`src/rtl/fan_tach_pkg.sv`:
```
`timescale 1ns/1ps
package fan_tach_pkg;
  localparam logic [2:0] REG_CTRL  = 3'd0;
  localparam logic [2:0] REG_PROF0 = 3'd1;
  localparam logic [2:0] REG_PROF1 = 3'd2;
  localparam logic [2:0] REG_MAP   = 3'd3;
  localparam logic [2:0] REG_TRIG  = 3'd4;
  localparam int NUM_PROF = 2;

  typedef enum logic [1:0] {
    EDGE_FALL = 2'b00,
    EDGE_RISE = 2'b01,
    EDGE_BOTH = 2'b10,
    EDGE_NONE = 2'b11
  } edge_mode_e;

  typedef enum logic [1:0] {ST_IDLE, ST_ARM, ST_COUNT} meas_st_e;

  typedef struct packed {
    logic [15:0] unit;
    edge_mode_e  mode;
    logic [1:0]  div;
    logic        en;
  } prof_t;

  function automatic prof_t word_to_prof(input logic [31:0] w);
    prof_t p;
    p.unit = w[31:16];
    p.mode = edge_mode_e'(w[5:4]);
    p.div  = w[2:1];
    p.en   = w[0];
    return p;
  endfunction

  // last prescaler count: (4 << 2*div) - 1
  function automatic logic [7:0] ps_last(input logic [1:0] div);
    logic [9:0] full;
    full = 10'd4 << {div, 1'b0};
    return 8'(full - 10'd1);
  endfunction
endpackage

```
`src/rtl/fan_tach_edges.sv`:
```
`timescale 1ns/1ps
module fan_tach_edges #(
  parameter int NUM_CH      = 16,
  parameter int SYNC_STAGES = 2
) (
  input  logic              clk_i,
  input  logic              rst_ni,
  input  logic [NUM_CH-1:0] tach_i,
  output logic [NUM_CH-1:0] rise_o,
  output logic [NUM_CH-1:0] fall_o
);
  for (genvar c = 0; c < NUM_CH; c++) begin : g_ch
    logic [SYNC_STAGES-1:0] sync_q;
    logic                   last_q;

    always_ff @(posedge clk_i or negedge rst_ni) begin
      if (!rst_ni) begin
        sync_q <= '0;
        last_q <= 1'b0;
      end else begin
        sync_q <= {sync_q[SYNC_STAGES-2:0], tach_i[c]};
        last_q <= sync_q[SYNC_STAGES-1];
      end
    end

    assign rise_o[c] = sync_q[SYNC_STAGES-1] & ~last_q;
    assign fall_o[c] = ~sync_q[SYNC_STAGES-1] & last_q;
  end
endmodule

```
`src/rtl/fan_tach_regs.sv`:
```
`timescale 1ns/1ps
module fan_tach_regs import fan_tach_pkg::*; #(
  parameter  int NUM_CH = 16,
  localparam int CH_W   = $clog2(NUM_CH)
) (
  input  logic             clk_i,
  input  logic             rst_ni,
  input  logic             wr_en_i,
  input  logic [2:0]       wr_addr_i,
  input  logic [31:0]      wr_data_i,
  output logic             start_o,
  output logic [CH_W-1:0]  start_ch_o,
  output edge_mode_e       start_mode_o,
  output logic [1:0]       start_div_o,
  output logic [15:0]      start_unit_o
);
  logic [NUM_CH-1:0] en_q, map_q, trig_q;
  prof_t             prof_q [NUM_PROF];
  logic              trig_wr;
  logic [NUM_CH-1:0] trig_new;
  logic [CH_W-1:0]   low_idx;
  prof_t             sel_prof;

  always_ff @(posedge clk_i or negedge rst_ni) begin
    if (!rst_ni) begin
      en_q   <= '0;
      map_q  <= '0;
      trig_q <= '0;
      for (int p = 0; p < NUM_PROF; p++) prof_q[p] <= '0;
    end else if (wr_en_i) begin
      case (wr_addr_i)
        REG_CTRL:  en_q      <= wr_data_i[16 +: NUM_CH];
        REG_PROF0: prof_q[0] <= word_to_prof(wr_data_i);
        REG_PROF1: prof_q[1] <= word_to_prof(wr_data_i);
        REG_MAP:   map_q     <= wr_data_i[NUM_CH-1:0];
        REG_TRIG:  trig_q    <= wr_data_i[NUM_CH-1:0];
        default: ;
      endcase
    end
  end

  assign trig_wr  = wr_en_i && (wr_addr_i == REG_TRIG);
  assign trig_new = wr_data_i[NUM_CH-1:0];

  // lowest set bit wins
  always_comb begin
    low_idx = '0;
    for (int i = NUM_CH - 1; i >= 0; i--) begin
      if (trig_new[i]) low_idx = CH_W'(i);
    end
  end

  assign sel_prof     = prof_q[map_q[low_idx]];
  assign start_o      = trig_wr && (trig_q == '0) && (|trig_new) &&
                        en_q[low_idx] && sel_prof.en;
  assign start_ch_o   = low_idx;
  assign start_mode_o = sel_prof.mode;
  assign start_div_o  = sel_prof.div;
  assign start_unit_o = sel_prof.unit;

  // an accepted trigger leaves the register non-zero, so no back-to-back start
  p_single_start_r4: assert property (@(posedge clk_i) disable iff (!rst_ni)
    start_o |=> !start_o);
endmodule

```
`src/rtl/fan_tach_meas.sv`:
```
`timescale 1ns/1ps
module fan_tach_meas import fan_tach_pkg::*; #(
  parameter  int NUM_CH    = 16,
  parameter  int CNT_W     = 20,
  parameter  int WIN_SHIFT = 6,
  localparam int CH_W      = $clog2(NUM_CH),
  localparam int WIN_W     = 16 + WIN_SHIFT,
  localparam logic [CNT_W-1:0] CNT_MAX = '1
) (
  input  logic              clk_i,
  input  logic              rst_ni,
  input  logic              start_i,
  input  logic [CH_W-1:0]   start_ch_i,
  input  edge_mode_e        start_mode_i,
  input  logic [1:0]        start_div_i,
  input  logic [15:0]       start_unit_i,
  input  logic [NUM_CH-1:0] rise_i,
  input  logic [NUM_CH-1:0] fall_i,
  output logic [31:0]       result_o
);
  meas_st_e         st_q;
  logic [CH_W-1:0]  ch_q;
  edge_mode_e       mode_q;
  logic [7:0]       ps_last_q, pre_q;
  logic [WIN_W-1:0] limit_q, win_q;
  logic [CNT_W-1:0] cnt_q;
  logic [31:0]      result_q;
  logic             busy, tick, hit, timeout, to_fire;
  logic [WIN_W:0]   win_nx;

  function automatic logic [31:0] pack_res(input logic [CNT_W-1:0] c);
    logic [31:0] r;
    r = '0;
    r[31] = 1'b1;
    r[CNT_W-1:0] = c;
    return r;
  endfunction

  always_comb begin
    case (mode_q)
      EDGE_FALL: hit = fall_i[ch_q];
      EDGE_RISE: hit = rise_i[ch_q];
      EDGE_BOTH: hit = fall_i[ch_q] | rise_i[ch_q];
      default:   hit = 1'b0;
    endcase
  end

  assign busy    = (st_q != ST_IDLE);
  assign tick    = (pre_q == ps_last_q);
  assign win_nx  = {1'b0, win_q} + 1'b1;
  assign timeout = tick && (win_nx >= {1'b0, limit_q});
  assign to_fire = busy && !hit && timeout;

  always_ff @(posedge clk_i or negedge rst_ni) begin
    if (!rst_ni) begin
      st_q      <= ST_IDLE;
      ch_q      <= '0;
      mode_q    <= EDGE_FALL;
      ps_last_q <= '0;
      limit_q   <= '0;
      pre_q     <= '0;
      win_q     <= '0;
      cnt_q     <= '0;
      result_q  <= '0;
    end else if (start_i) begin
      st_q      <= ST_ARM;
      ch_q      <= start_ch_i;
      mode_q    <= start_mode_i;
      ps_last_q <= ps_last(start_div_i);
      limit_q   <= WIN_W'(start_unit_i) << WIN_SHIFT;
      pre_q     <= '0;
      win_q     <= '0;
      cnt_q     <= '0;
      result_q  <= '0;
    end else if (busy) begin
      pre_q <= tick ? 8'd0 : pre_q + 8'd1;
      if (tick) win_q <= win_q + 1'b1;
      if (hit) begin
        if (st_q == ST_ARM) begin
          // period starts: realign the prescaler to the edge
          st_q  <= ST_COUNT;
          pre_q <= '0;
          cnt_q <= '0;
        end else begin
          st_q     <= ST_IDLE;
          result_q <= pack_res(cnt_q);
        end
      end else if (timeout) begin
        st_q     <= ST_IDLE;
        result_q <= pack_res('0);
      end else if (tick && st_q == ST_COUNT && cnt_q != CNT_MAX) begin
        cnt_q <= cnt_q + 1'b1;
      end
    end
  end

  assign result_o = result_q;

  p_done_clear_r2: assert property (@(posedge clk_i) disable iff (!rst_ni)
    start_i |=> !result_o[31]);

  p_timeout_zero_r8: assert property (@(posedge clk_i) disable iff (!rst_ni)
    (to_fire && !start_i) |=> (result_o == 32'h8000_0000));

  p_sat_hold_r9: assert property (@(posedge clk_i) disable iff (!rst_ni)
    (st_q == ST_COUNT && cnt_q == CNT_MAX && !start_i) |=> (cnt_q == CNT_MAX));

  p_result_hold_r10: assert property (@(posedge clk_i) disable iff (!rst_ni)
    (result_o[31] && !start_i) |=> $stable(result_o));
endmodule

```
`src/rtl/fan_tach_unit.sv`:
```
`timescale 1ns/1ps
module fan_tach_unit import fan_tach_pkg::*; #(
  parameter  int NUM_CH      = 16,
  parameter  int CNT_W       = 20,
  parameter  int WIN_SHIFT   = 6,
  parameter  int SYNC_STAGES = 2,
  localparam int CH_W        = $clog2(NUM_CH)
) (
  input  logic              clk_i,
  input  logic              rst_ni,
  input  logic              wr_en_i,
  input  logic [2:0]        wr_addr_i,
  input  logic [31:0]       wr_data_i,
  input  logic [NUM_CH-1:0] tach_i,
  output logic [31:0]       result_o
);
  logic              start;
  logic [CH_W-1:0]   start_ch;
  edge_mode_e        start_mode;
  logic [1:0]        start_div;
  logic [15:0]       start_unit;
  logic [NUM_CH-1:0] rise, fall;

  fan_tach_regs #(.NUM_CH(NUM_CH)) u_regs (
    .clk_i        (clk_i),
    .rst_ni       (rst_ni),
    .wr_en_i      (wr_en_i),
    .wr_addr_i    (wr_addr_i),
    .wr_data_i    (wr_data_i),
    .start_o      (start),
    .start_ch_o   (start_ch),
    .start_mode_o (start_mode),
    .start_div_o  (start_div),
    .start_unit_o (start_unit)
  );

  fan_tach_edges #(.NUM_CH(NUM_CH), .SYNC_STAGES(SYNC_STAGES)) u_edges (
    .clk_i  (clk_i),
    .rst_ni (rst_ni),
    .tach_i (tach_i),
    .rise_o (rise),
    .fall_o (fall)
  );

  fan_tach_meas #(.NUM_CH(NUM_CH), .CNT_W(CNT_W), .WIN_SHIFT(WIN_SHIFT)) u_meas (
    .clk_i        (clk_i),
    .rst_ni       (rst_ni),
    .start_i      (start),
    .start_ch_i   (start_ch),
    .start_mode_i (start_mode),
    .start_div_i  (start_div),
    .start_unit_i (start_unit),
    .rise_i       (rise),
    .fall_i       (fall),
    .result_o     (result_o)
  );
endmodule

```
`config.mk`:
```
export PLATFORM = sky130hd
export DESIGN_NAME = fan_tach_unit
export DESIGN_NICKNAME = d
export VERILOG_FILES = /design/src/rtl/fan_tach_pkg.sv /design/src/rtl/fan_tach_edges.sv /design/src/rtl/fan_tach_regs.sv /design/src/rtl/fan_tach_meas.sv /design/src/rtl/fan_tach_unit.sv
export SDC_FILE = /design/constraint.sdc
export NUM_CORES = 1
export LEC_CHECK = 0
export ABC_AREA = 0
export BUFFER_PORTS_ARGS = -buffer_cell sky130_fd_sc_hd__buf_2
export CAP_MARGIN = 10
export CORE_ASPECT_RATIO = 0.5
export CORE_MARGIN = 2
export CORE_UTILIZATION = 37
export DETAILED_ROUTE_END_ITERATION = 12
export HOLD_SLACK_MARGIN = 0.05
export PLACE_DENSITY = 0.64
export SETUP_SLACK_MARGIN = 0.2
export SLEW_MARGIN = 20
export SYNTH_ARGS = -nofsm -noshare
export SYNTH_HDL_FRONTEND = slang
export SYNTH_SLANG_ARGS = --single-unit
```
`constraint.sdc`:
```
create_clock -name clk_i -period 3.3 [get_ports clk_i]
set_input_delay 0.66 -clock clk_i [delete_from_list [all_inputs] [get_ports clk_i]]
set_output_delay 0.66 -clock clk_i [all_outputs]
set_load 0.03 [all_outputs]
```
==> results of run 1 <==
-- cells in the final DEF (no fill, tap or decap), drive strengths merged, types with 23 or more instances in the layout --
cell type	Yosys	routed
clkbuf	22	31
xnor2	23	23
mux2i	42	42
buf	28	200
a21oi	28	28
mux2	98	98
nand2	37	37
nor2	78	78
dfrtp	237	237
nand3	30	30
inv	35	35
nor3	25	25
-- timing repair --
action	in CTS	in global routing
pin swaps	18	26
gates cloned	3	0
setup endpoints to repair	43	45
buffers inserted	19	7
resized for setup	52	17
-- metal layers --
| layer | share of wire | track usage | up-vias |
|---|---|---|---|
| met4 | 0.020 | 0.0411 | 0 |
| met2 | 0.47 | 0.273 | 174 |
| li1 | - | - | 3827 |
| met5 | 0 | 0 | - |
| met3 | 0.043 | 0.0296 | 46 |
| met1 | 0.47 | 0.235 | 4125 |
-- cell families (layout without fill, tap and decap cells) --
kind of cell	count (synthesis)	count (layout)	share of synthesized area
compound gates	138	138	0.0865
flops	237	237	0.530
fa+ha+maj	19	19	0.0213
mux	149	149	0.155
other cells	1	11	0.000335
simple gates	289	289	0.137
buf+inv	85	279	0.0398
xor+xnor	38	38	0.0298
-- flip-flops by register name, summed over array words and instances, names as in the netlist, 16 cells and up --
| name | count |
|---|---|
| u_meas.limit_q | 16 |
| u_edges.g_ch.sync_q | 32 |
| u_regs.prof_q | 42 |
| u_regs.map_q | 16 |
| u_regs.trig_q | 16 |
| u_regs.en_q | 16 |
| u_edges.g_ch.last_q | 16 |
| u_meas.win_q | 22 |
| u_meas.result_o | 21 |
| u_meas.cnt_q | 20 |
-- worst max path at each step --
| stage | from | slack [ps] | cells past startpoint | to |
|---|---|---|---|---|
| global route | u_meas.win_q[0] | -420 | 18 | u_meas.cnt_q[4] |
| global placement | u_meas.win_q[1] | -90 | 17 | u_meas.cnt_q[6] |
| detailed placement | u_meas.win_q[1] | -270 | 15 | u_meas.cnt_q[6] |
| floorplan | u_meas.win_q[0] | 80 | 16 | u_meas.cnt_q[5] |
| finish | u_meas.win_q[3] | -230 | 18 | u_meas.result_o[16] |
| CTS | u_meas.win_q[0] | -140 | 15 | u_meas.cnt_q[6] |
-- critical path, cell delays in order, from the launching register on --
cell	delay, ps
dfrtp_1	360
nand3_2	120
buf_6	140
nor3_4	210
and3_4	210
and3_4	190
nand3_4	80
xnor2_2	150
ha_1	330
nand4_1	100
nor4_2	370
a211oi_2	140
buf_4	150
nand3b_1	110
o221ai_2	130
a21o_4	260
buf_6	140
a22oi_2	140
nor2_1	60
-- final cells by class --
| class | instances | area (um2) |
|---|---|---|
| repair buffers | 200 | 1480 |
| clock buffers | 31 | 667 |
| flip-flops and latches | 237 | 5930 |
| well taps | 391 | 489 |
| fillers | 2584 | 15200 |
| multi-input cells | 644 | 5270 |
| inverters | 35 | 131 |
| clock inverters | 13 | 174 |
-- power by group through the flow --
stage | clock (mW) | combinational, mW | sequential, mW
after floorplan | 0 | 0.539 | 3.37
after global placement | 0 | 0.780 | 3.41
after detailed placement | 0 | 0.810 | 3.43
after CTS | 2.92 | 0.818 | 3.38
after global routing | 3.05 | 0.892 | 3.41
final | 2.84 | 0.806 | 3.38
-- through the flow --
step,worst slack (ps),area (um2),std cells,util
after floorplan,80.0,11300,966,-
after global placement,-89.6,12700,1478,0.434
after detailed placement,-273,12700,1478,0.434
after CTS,-144,14000,1544,0.477
after global routing,-418,14100,1551,0.482
final,-232,14100,1551,0.482
==> summary.md, run 1 <==
| Metric | Value |
|---|---|
| End of the worst register-to-register path | u_meas.result_o[16] |
| Setup tns final | -7070 ps |
| Outcome | complete, but fails checks |
| Fin crit period | 3530 ps |
| Net Sw Frac | 0.244 |
| Worst path required time | 3710 ps |
| H-tree depth | 1 |
| Remaining DRCs | 0 |
| RSZ-0062 raised after global routing | yes |
| Post-CTS Hold Buffers | 0 |
| Vias in the first global route | 8322 |
| P_leak | 6.38 nW |
| Skew final | 26.7 ps |
| Grt ovf | 0 |
| Gr usage total | 0.168 |
| Clock Sinks | 237 |
| Final Hold Fails | 0 |
| Max IR drop VDD | 0.397 mV |
| Vias post-DR | 8172 |
| Seq/Total Area, Yosys | 0.530 |
| Final GP Congestion | 0.906 |
| Ys async rst share | 1.00 |
| YS warnings | 0 |
| # diodes | 0 |
| Pre-Repair DR Iteration Count | 5 |
| Most common flop cell mapped by yosys | dfrtp_1 |
| Largest net degree at the start of global routing | 85 |
| Starting Density | 0.381 |
| Rows | 44 |
| TritonCTS clock tree | done |
| Area contributors post-synth | dfrtp_1 (53%), mux2_2 (9.7%), mux2i_1 (3.8%) |
| Hold slack | 56.2 ps |
| Maximum fanout along the worst path | 6 |
| Area share of the largest cell type after synthesis | 0.530 |
| Arrival time worst endpoint | 3940 ps |
| Die X | 250 um |
| Port buffer count | 74 |
| Yosys reg bits | 237 |
| Final wirelength | 26400 um |
| Die area | 0.0317 mm2 |
| WL/cell | 17.0 um |
| CP endpoint kind | flop |
| Clk pin slew, worst setup/hold paths | 70 ps |
| Final Net Count | 1215 |
| Chip Height | 127 um |
| Crit start category | flop |
| Syn_area_per_cell | 11.7 um2 |
| Violated checks | negative setup slack |
| Cell Area, Synth | 0.0112 mm2 |
| Share of layout cells above drive strength 1 | 0.364 |
| Synth cell types | 69 |
| DRT antenna net count | 0 |
| Vias/cell | 5.27 |
| Final count of negative-setup-slack endpoints | 43 |
| First-pass GRT wire length | 43700 um |
| Sequential power share | 0.481 |
| Reg2reg setup slack | -230 ps |
| Post-synthesis cell count | 956 |
| Post-synth top area cell | dfrtp_1 |
| Final Worst Setup Slack | -232 ps |
| Slew of the pin with the lowest slew margin | 746 ps |
| Initial antenna violation count | 0 |
| Slew HR | 0.498 |
| Total Power | 7.03 mW |
| Root cell of the clock tree | clkbuf_16 |
| Clock Path Buffers | 3 |
| Clock latency on the worst-skew pair | 550 ps |
| Clock power frac | 0.405 |
| R2R cell count | 18 |
| Pint | 5.32 mW |
| Most common cell in the netlist | dfrtp_1 |
| Max cap viols | 0 |
| EDFF count, synth | 0 |
| HPWL Detailed | 18000 um |
| Switching power | 1.71 mW |
| Worst setup path category | flop to flop |
| Num CTS Buffers | 24 |
| Combinational power share | 0.115 |
| I/O Pins | 86 |
| Core area | 0.0293 mm2 |
| Worst Hold Class | primary input to asynchronous set/reset pin |
| Commonest cells post-synth | dfrtp_1 (237), mux2_2 (96), nor2_1 (78) |
| Max Clock Freq | 283 MHz |
| Final Cycle Share | 1.07 |
| Synthesis-to-layout area growth | 26.4% |
| Count of pins over their slew limit | 0 |
| R2r startpoint | u_meas.win_q[3] |
| Pwr per Cell Area | 497 mW/mm2 |
| DRT iter0 DRCs | 527 |
(Power assumes the default switching activity.)
==> run 2, diff against run 1 <==
- SYNTH_HIERARCHICAL: not set -> 1
==> summary.md, run 2 <==
| Metric | Value |
|---|---|
| Max IR drop VDD | 0.408 mV (was 0.397 mV) |
| Port buffer count | 74 (unchanged) |
| Final Hold Fails | 0 (unchanged) |
| Die area | 0.0325 mm2 (was 0.0317 mm2) |
| Reg with most FFs | u_regs/prof_q (was u_regs.prof_q) |
| Most common cell in the netlist | dfrtp_1 (unchanged) |
| Worst path required time | 3720 ps (was 3710 ps) |
| Hold slack | 174 ps (was 56.2 ps) |
| DRT iter0 DRCs | 503 (was 527) |
| Most common cell after layout, fill and taps aside | dfrtp_1 (unchanged) |
| Combinational power share | 0.135 (was 0.115) |
| Share of layout cells above drive strength 1 | 0.501 (was 0.364) |
| RSZ-0062 raised after global routing | yes (unchanged) |
| Ys async rst share | 1.00 (unchanged) |
| Clk pin slew, worst setup/hold paths | 60 ps (was 70 ps) |
| Final wirelength | 28300 um (was 26400 um) |
| Synth cell types | 74 (was 69) |
| Chip Height | 129 um (was 127 um) |
| Post-synth top area cell | dfrtp_1 (unchanged) |
| Most frequent cells in the layout | dfrtp_1 (237), buf_4 (126), mux2_2 (86), buf_2 (68), nand2_1 (55) (was dfrtp_1 (237), buf_4 (106), mux2_2 (96), nor2_1 (74), buf_2 (73)) |
| Vias post-DR | 8436 (was 8172) |
| CP Buf/Inv Count | 2 (was 3) |
| Post-synthesis cell count | 948 (was 956) |
| Initial antenna violation count | 0 (unchanged) |
| Max cap viols | 0 (unchanged) |
| Largest stage delay, worst path | 560 ps (was 370 ps) |
| Pre-Repair DR Iteration Count | 4 (was 5) |
| Sequential power share | 0.449 (was 0.481) |
| Post-CTS Hold Buffers | 0 (unchanged) |
| Pint | 5.85 mW (was 5.32 mW) |
| Slew of the pin with the lowest slew margin | 909 ps (was 746 ps) |
| Yosys reg bits | 238 (was 237) |
| Clock latency on the worst-skew pair | 530 ps (was 550 ps) |
| Vias/cell | 5.30 (was 5.27) |
| Most used cell, CP | a21o_1 |
| Pwr per Cell Area | 489 mW/mm2 (was 497 mW/mm2) |
| Worst path cell trace | buf_6 > and4_4 > nand2_1 > or3_4 > or2_4 > nor4_4 > xnor2_2 > ha_4 > a21o_1 > a21o_1 > a211oi_2 > a31oi_2 > or4_4 > buf_12 > o311ai_4 (was nand3_2 > buf_6 > nor3_4 > and3_4 > and3_4 > nand3_4 > xnor2_2 > ha_1 > nand4_1 > nor4_2 > a211oi_2 > buf_4 > nand3b_1 > o221ai_2 > a21o_4 > buf_6 > a22oi_2 > nor2_1) |
| Starting Density | 0.378 (was 0.381) |
| DRT antenna net count | 0 (unchanged) |
| Die X | 253 um (was 250 um) |
| Met3 routed WL | 926 um (was 1130 um) |
| Violated checks | negative setup slack (unchanged) |
| TritonCTS clock tree | done (unchanged) |
| Final GP Congestion | 0.837 (was 0.906) |
| Clock power frac | 0.416 (was 0.405) |
| Largest net degree at the start of global routing | 115 (was 85) |
| Slew HR | 0.394 (was 0.498) |
| HPWL Detailed | 18000 um (about the same) |
| Num CTS Buffers | 24 (unchanged) |
| Critical-path top delay cell | or4_4 (was nor4_2) |
| Clock Sinks | 238 (was 237) |
| # diodes | 0 (unchanged) |
| Net Sw Frac | 0.239 (was 0.244) |
| First-pass GRT wire length | 46100 um (was 43700 um) |
| Cell Area, Synth | 0.0115 mm2 (was 0.0112 mm2) |
| Core area | 0.0304 mm2 (was 0.0293 mm2) |
| Final Net Count | 1249 (was 1215) |
| Root cell of the clock tree | clkbuf_16 (unchanged) |
| Fin crit period | 4000 ps (was 3530 ps) |
| Post-DP Area | 0.0132 mm2 (was 0.0127 mm2) |
| Maximum fanout along the worst path | 8 (was 6) |
| I/O Pins | 86 (unchanged) |
| Most common flop cell mapped by yosys | dfrtp_1 (unchanged) |
| Clock Path Buffers | 3 (unchanged) |
| Outcome | complete, but fails checks (unchanged) |
| Fill cell count | 2482 (was 2584) |
| Grt ovf | 0 (unchanged) |
| Switching power | 1.83 mW (was 1.71 mW) |
| Uppermost routed layer | met4 (unchanged) |
| Final instance area | 0.0157 mm2 (was 0.0141 mm2) |
| Gr usage total | 0.173 (was 0.168) |
| Final count of negative-setup-slack endpoints | 97 (was 43) |
| Crit start category | flop (unchanged) |
| Metal2 WL | 14000 um (was 12300 um) |
| Area contributors post-synth | dfrtp_1 (52%), mux2_2 (9.3%), mux2_4 (2.6%) (was dfrtp_1 (53%), mux2_2 (9.7%), mux2i_1 (3.8%)) |
| WL/cell | 17.8 um (was 17.0 um) |
| Final Worst Setup Slack | -698 ps (was -232 ps) |
| Vias in the first global route | 8809 (was 8322) |
| Rows | 45 (was 44) |
| Crit-path leading delay family | simple AND/OR/NAND/NOR gates (unchanged) |
| Arrival time worst endpoint | 4410 ps (was 3940 ps) |
| CP endpoint kind | flop (unchanged) |
| Syn_area_per_cell | 12.1 um2 (was 11.7 um2) |
| Synthesis-to-layout area growth | 36.8% (was 26.4%) |
| Area share of the largest cell type after synthesis | 0.519 (was 0.530) |
| YS warnings | 6 (was 0) |
| P_leak | 7.00 nW (was 6.38 nW) |
| Remaining DRCs | 0 (unchanged) |
| Largest register FFs | 42 (unchanged) |
| Metal-1 WL | 13000 um (was 12400 um) |
| Worst setup path category | flop to flop (unchanged) |
| Commonest cells post-synth | dfrtp_1 (238), mux2_2 (95), nand2_1 (70) (was dfrtp_1 (237), mux2_2 (96), nor2_1 (78)) |
| H-tree depth | 1 (unchanged) |
| Largest regs | u_regs/prof_q x42, u_edges/g_ch.sync_q x32, u_meas/win_q x22 (was u_regs.prof_q x42, u_edges.g_ch.sync_q x32, u_meas.win_q x22) |
| Max Clock Freq | 250 MHz (was 283 MHz) |
| Final Cycle Share | 1.21 (was 1.07) |
| Worst Hold Class | primary input to asynchronous set/reset pin (unchanged) |
| Seq/Total Area, Yosys | 0.519 (was 0.530) |
| Skew final | 23.3 ps (was 26.7 ps) |
| Count of pins over their slew limit | 0 (unchanged) |
| EDFF count, synth | 0 (unchanged) |
run 2: cell types whose count changed in the layout (fill, tap and decap cells not counted), moves of 12 or more:
cell / change
and2b_2: +32
nor2_1: -50
buf_6: +16
nand4b_1: +12
buf_4: +20
mux2i_1: -30
a22oi_2: -20
o21ai_2: +21
a22o_1: +22
mux2_4: +27
a21oi_1: -20
nand2_1: +20
nor3_1: -17
run 2: power groups by stage:
stage / clock [mW] / combinational (mW) / sequential [mW]
2_1_floorplan: 0 / 0.695 / 3.42
6_report: 3.20 / 1.04 / 3.44
4_1_cts: 3.27 / 1.01 / 3.44
3_5_place_dp: 0 / 0.957 / 3.49
5_1_grt: 3.39 / 1.14 / 3.48
3_3_place_gp: 0 / 0.927 / 3.47
run 2: area by class of cell:
class | instances | area (um2) | share of cell area
tap | 399 | 499 | 0.0318
clock buffer | 29 | 649 | 0.0413
inverter | 33 | 133 | 0.00844
timing repair buffer | 249 | 2180 | 0.139
sequential | 238 | 5960 | 0.379
clock inverter | 15 | 292 | 0.0186
multi-input combinational | 629 | 6000 | 0.382
run 2: cell families after synthesis:
group / Yosys count / synth area share
and+or+nand+nor: 266 / 0.131
DFF: 238 / 0.519
AOI/OAI and AO/OA: 167 / 0.118
muxes: 138 / 0.152
buffers and inverters: 92 / 0.0373
xor gates and xnor gates: 26 / 0.0198
adders and majority gates: 20 / 0.0218
other: 1 / 0.000327
run 2: metrics by stage:
stage                     setup slack (ps)   util  power [mW]  TNS [ps]  instances
final                                 -698  0.517        7.68    -40660       1592
after global placement               -1050  0.433        4.39    -84210       1490
after detailed placement             -1090  0.433        4.45    -84830       1490
after CTS                             -618  0.497        7.72    -35280       1573
after global routing                  -843  0.517        8.01    -53470       1592
after floorplan                       -856      -        4.11    -61350        958
run 2: repair_timing:
action | CTS | global route
resized for setup | 142 | 99
pin swaps | 43 | 55
cloned | 9 | 0
buffers inserted | 30 | 19
endpoints found under the setup margin | 100 | 100
run 2: worst paths after layout:
path | from | endpoint | slack, ps | cells after the start
min in group clk_i | tach_i[10] | u_edges/g_ch[10].sync_q[0] | 240 | 1
min reg2reg | u_edges/g_ch[8].sync_q[0] | u_edges/g_ch[8].sync_q[1] | 350 | 0
max | u_meas/win_q[0] | u_meas/cnt_q[13] | -700 | 15
min | rst_ni | u_regs/map_q[15] | 170 | 1
max reg2reg | u_meas/win_q[0] | u_meas/cnt_q[13] | -700 | 15
max in group asynchronous | rst_ni | u_meas/win_q[0] | 2320 | 2
run 2: routing by layer:
metal	up-vias	GRT usage
met1	4328	0.240
met2	161	0.293
met3	39	0.0231
met4	0	0.0352
li1	3908	-
met5	-	0
==> run 3, diff against run 2 <==
- REMOVE_ABC_BUFFERS: not set -> 1
==> summary.md, run 3 (synthesis gave the netlist of run 2 again) <==
| Metric | Value |
|---|---|
| Outcome | complete, but fails checks (unchanged) |
| Violated checks | negative setup slack (unchanged) |
| Crit start category | flop (unchanged) |
| I/O Pins | 86 (unchanged) |
| Fin crit period | 3960 ps (was 4000 ps) |
| Max Clock Freq | 253 MHz (was 250 MHz) |
| Worst Hold Class | primary input to asynchronous set/reset pin (unchanged) |
| Met3 usage in global routing | 0.0324 (was 0.0231) |
| P_leak | 7.01 nW (was 7.00 nW) |
| Switching power | 1.83 mW (about the same) |
| Gr usage total | 0.168 (was 0.173) |
| Max IR drop VDD | 0.326 mV (was 0.408 mV) |
| Pwr per Cell Area | 452 mW/mm2 (was 489 mW/mm2) |
| DRT antenna net count | 0 (unchanged) |
| Skew final | 12.9 ps (was 23.3 ps) |
| Final Hold Fails | 0 (unchanged) |
| Arrival time worst endpoint | 4400 ps (was 4410 ps) |
| # diodes | 0 (unchanged) |
| Synthesis-to-layout area growth | 34.1% (was 36.8%) |
| Count of pins over their slew limit | 0 (unchanged) |
| Core area | 0.0304 mm2 (unchanged) |
| Combinational power share | 0.150 (was 0.135) |
| Pint | 5.13 mW (was 5.85 mW) |
| Fill cell count | 2551 (was 2482) |
| Worst path required time | 3740 ps (was 3720 ps) |
| Clock latency on the worst-skew pair | 540 ps (was 530 ps) |
| Remaining DRCs | 0 (unchanged) |
| Final Worst Setup Slack | -657 ps (was -698 ps) |
| Most common cell after layout, fill and taps aside | dfrtp_1 (unchanged) |
| Largest register FFs | 42 (unchanged) |
| Initial antenna violation count | 0 (unchanged) |
| Share of layout cells above drive strength 1 | 0.497 (was 0.501) |
| Vias/cell | 5.24 (was 5.30) |
| Final GP Congestion | 0.842 (was 0.837) |
| Vias post-DR | 8337 (was 8436) |
| Largest regs | u_regs/prof_q x42, u_edges/g_ch.sync_q x32, u_meas/win_q x22 (unchanged) |
| HPWL Detailed | 17500 um (was 18000 um) |
| RSZ-0062 raised after global routing | yes (unchanged) |
| Clock Path Buffers | 3 (unchanged) |
| Net Sw Frac | 0.263 (was 0.239) |
| Clk pin slew, worst setup/hold paths | 70 ps (was 60 ps) |
| Reg with most FFs | u_regs/prof_q (unchanged) |
| WL/cell | 17.8 um (about the same) |
| Final count of negative-setup-slack endpoints | 86 (was 97) |
| Root cell of the clock tree | clkbuf_16 (unchanged) |
| Pre-Repair DR Iteration Count | 5 (was 4) |
| Final Cycle Share | 1.20 (was 1.21) |
| Vias in the first global route | 8648 (was 8809) |
| Worst setup path category | flop to flop (unchanged) |
| Critical-path top delay cell | or4_4 (unchanged) |
| GR Util met1 | 0.211 (was 0.240) |
| Port buffer count | 74 (unchanged) |
| Num CTS Buffers | 23 (was 24) |
| Clock Sinks | 238 (unchanged) |
| H-tree depth | 1 (unchanged) |
| Starting Density | 0.378 (unchanged) |
| Post-DP Area | 0.0132 mm2 (about the same) |
| Final wirelength | 28300 um (about the same) |
| Grt ovf | 0 (unchanged) |
| Final Net Count | 1256 (was 1249) |
| Grt met2 use | 0.300 (was 0.293) |
| Most frequent cells in the layout | dfrtp_1 (238), buf_4 (137), mux2_2 (86), buf_2 (71), nand2_1 (50) (was dfrtp_1 (237), buf_4 (126), mux2_2 (86), buf_2 (68), nand2_1 (55)) |
| CP endpoint kind | flop (unchanged) |
| Sequential power share | 0.494 (was 0.449) |
| Post-CTS Hold Buffers | 0 (unchanged) |
| Maximum fanout along the worst path | 15 (was 8) |
| Dpl ws | -1310 ps (was -1090 ps) |
| Final instance area | 0.0154 mm2 (was 0.0157 mm2) |
| Rows | 45 (unchanged) |
| Max cap viols | 0 (unchanged) |
| Grt peak-use layer | met2 (unchanged) |
| DRT iter0 DRCs | 543 (was 503) |
| Final Util | 0.506 (was 0.517) |
| Chip Height | 129 um (unchanged) |
| Clock power frac | 0.357 (was 0.416) |
| Worst path cell trace | and4_1 > nand2_1 > or3_4 > or2_4 > nor4_4 > xnor2_1 > ha_1 > a21o_1 > a221oi_2 > buf_4 > o2111a_1 > a31oi_2 > or4_4 > buf_12 > o311ai_1 (was buf_6 > and4_4 > nand2_1 > or3_4 > or2_4 > nor4_4 > xnor2_2 > ha_4 > a21o_1 > a21o_1 > a211oi_2 > a31oi_2 > or4_4 > buf_12 > o311ai_4) |
| Slew of the pin with the lowest slew margin | 725 ps (was 909 ps) |
| TritonCTS clock tree | done (unchanged) |
| Die X | 253 um (unchanged) |
| Largest stage delay, worst path | 450 ps (was 560 ps) |
| First-pass GRT wire length | 44300 um (was 46100 um) |
| Slew HR | 0.517 (was 0.394) |
| Largest net degree at the start of global routing | 94 (was 115) |
| Die area | 0.0325 mm2 (unchanged) |
## run 3: cell count changes in the layout (fill, tap and decap cells not counted), moves of 5 or more
cell,delta
buf_6,-7
nand2_1,-5
bufinv_16,-8
buf_4,+11
nand2_4,+5
## run 3: routing by layer
| metal | share of wire | vias up | routed length [um] |
|---|---|---|---|
| met4 | 0.023 | 0 | 656 |
| met1 | 0.43 | 4229 | 12200 |
| met5 | 0 | - | 0 |
| li1 | - | 3907 | - |
| met3 | 0.037 | 49 | 1060 |
| met2 | 0.51 | 152 | 14400 |
## run 3: stage by stage
| step | cells | total power [mW] | setup TNS (ps) | hold WS, ps |
|---|---|---|---|---|
| after floorplan | 899 | 4.07 | -352440 | 331 |
| after global placement | 1495 | 4.39 | -100860 | 333 |
| after CTS | 1566 | 6.98 | -30380 | 155 |
| after detailed placement | 1495 | 4.44 | -108320 | 335 |
| after global routing | 1592 | 7.29 | -47320 | 179 |
| final | 1592 | 6.96 | -38750 | 136 |
## run 3: layout make-up
cell class	instances	area (um2)	area share
Sequential cell	238	5960	0.387
Multi-Input combinational cell	628	5890	0.382
Timing Repair Buffer	258	2240	0.146
Inverter	33	129	0.00837
Clock buffer	27	601	0.0390
Clock inverter	9	77.6	0.00504
Tap cell	399	499	0.0324
## run 3: timing repair
action                                 in CTS  in global routing
endpoints found under the hold margin       0                  0
setup endpoints to repair                 100                100
buffers inserted                           29                 20
pin swaps                                  27                 33
gates resized for setup                    96                143
gates cloned                                6                  6
## run 3: worst max-delay path, delay by kind of cell (launching register included)
family	cells	cell delay, ps
XOR/XNOR	1	190
flip-flops	1	430
AO/OA/AOI/OAI	5	910
adder cells (fa/ha/maj)	1	300
buffers and inverters	2	350
AND/OR/NAND/NOR	6	1670
## run 3: path summary, 6_finish.rpt
| kind | startpoint | endpoint | slack (ps) | depth (start not counted) |
|---|---|---|---|---|
| min | rst_ni | u_edges/g_ch[12].sync_q[0] | 140 | 1 |
| max reg2reg | u_meas/win_q[0] | u_meas/cnt_q[4] | -660 | 15 |
| min reg2reg | u_edges/g_ch[12].sync_q[0] | u_edges/g_ch[12].sync_q[1] | 350 | 0 |
| max in group asynchronous | rst_ni | u_meas/result_o[31] | 2340 | 2 |
| min in group clk_i | tach_i[10] | u_edges/g_ch[10].sync_q[0] | 230 | 1 |
| max | u_meas/win_q[0] | u_meas/cnt_q[4] | -660 | 15 |
## run 3: power by group through the flow
stage	Clock [mW]	Combinational (mW)	Sequential (mW)
2_1_floorplan	0	0.656	3.42
3_3_place_gp	0	0.925	3.46
3_5_place_dp	0	0.961	3.48
4_1_cts	2.55	1.00	3.43
5_1_grt	2.67	1.14	3.48
6_report	2.48	1.04	3.43
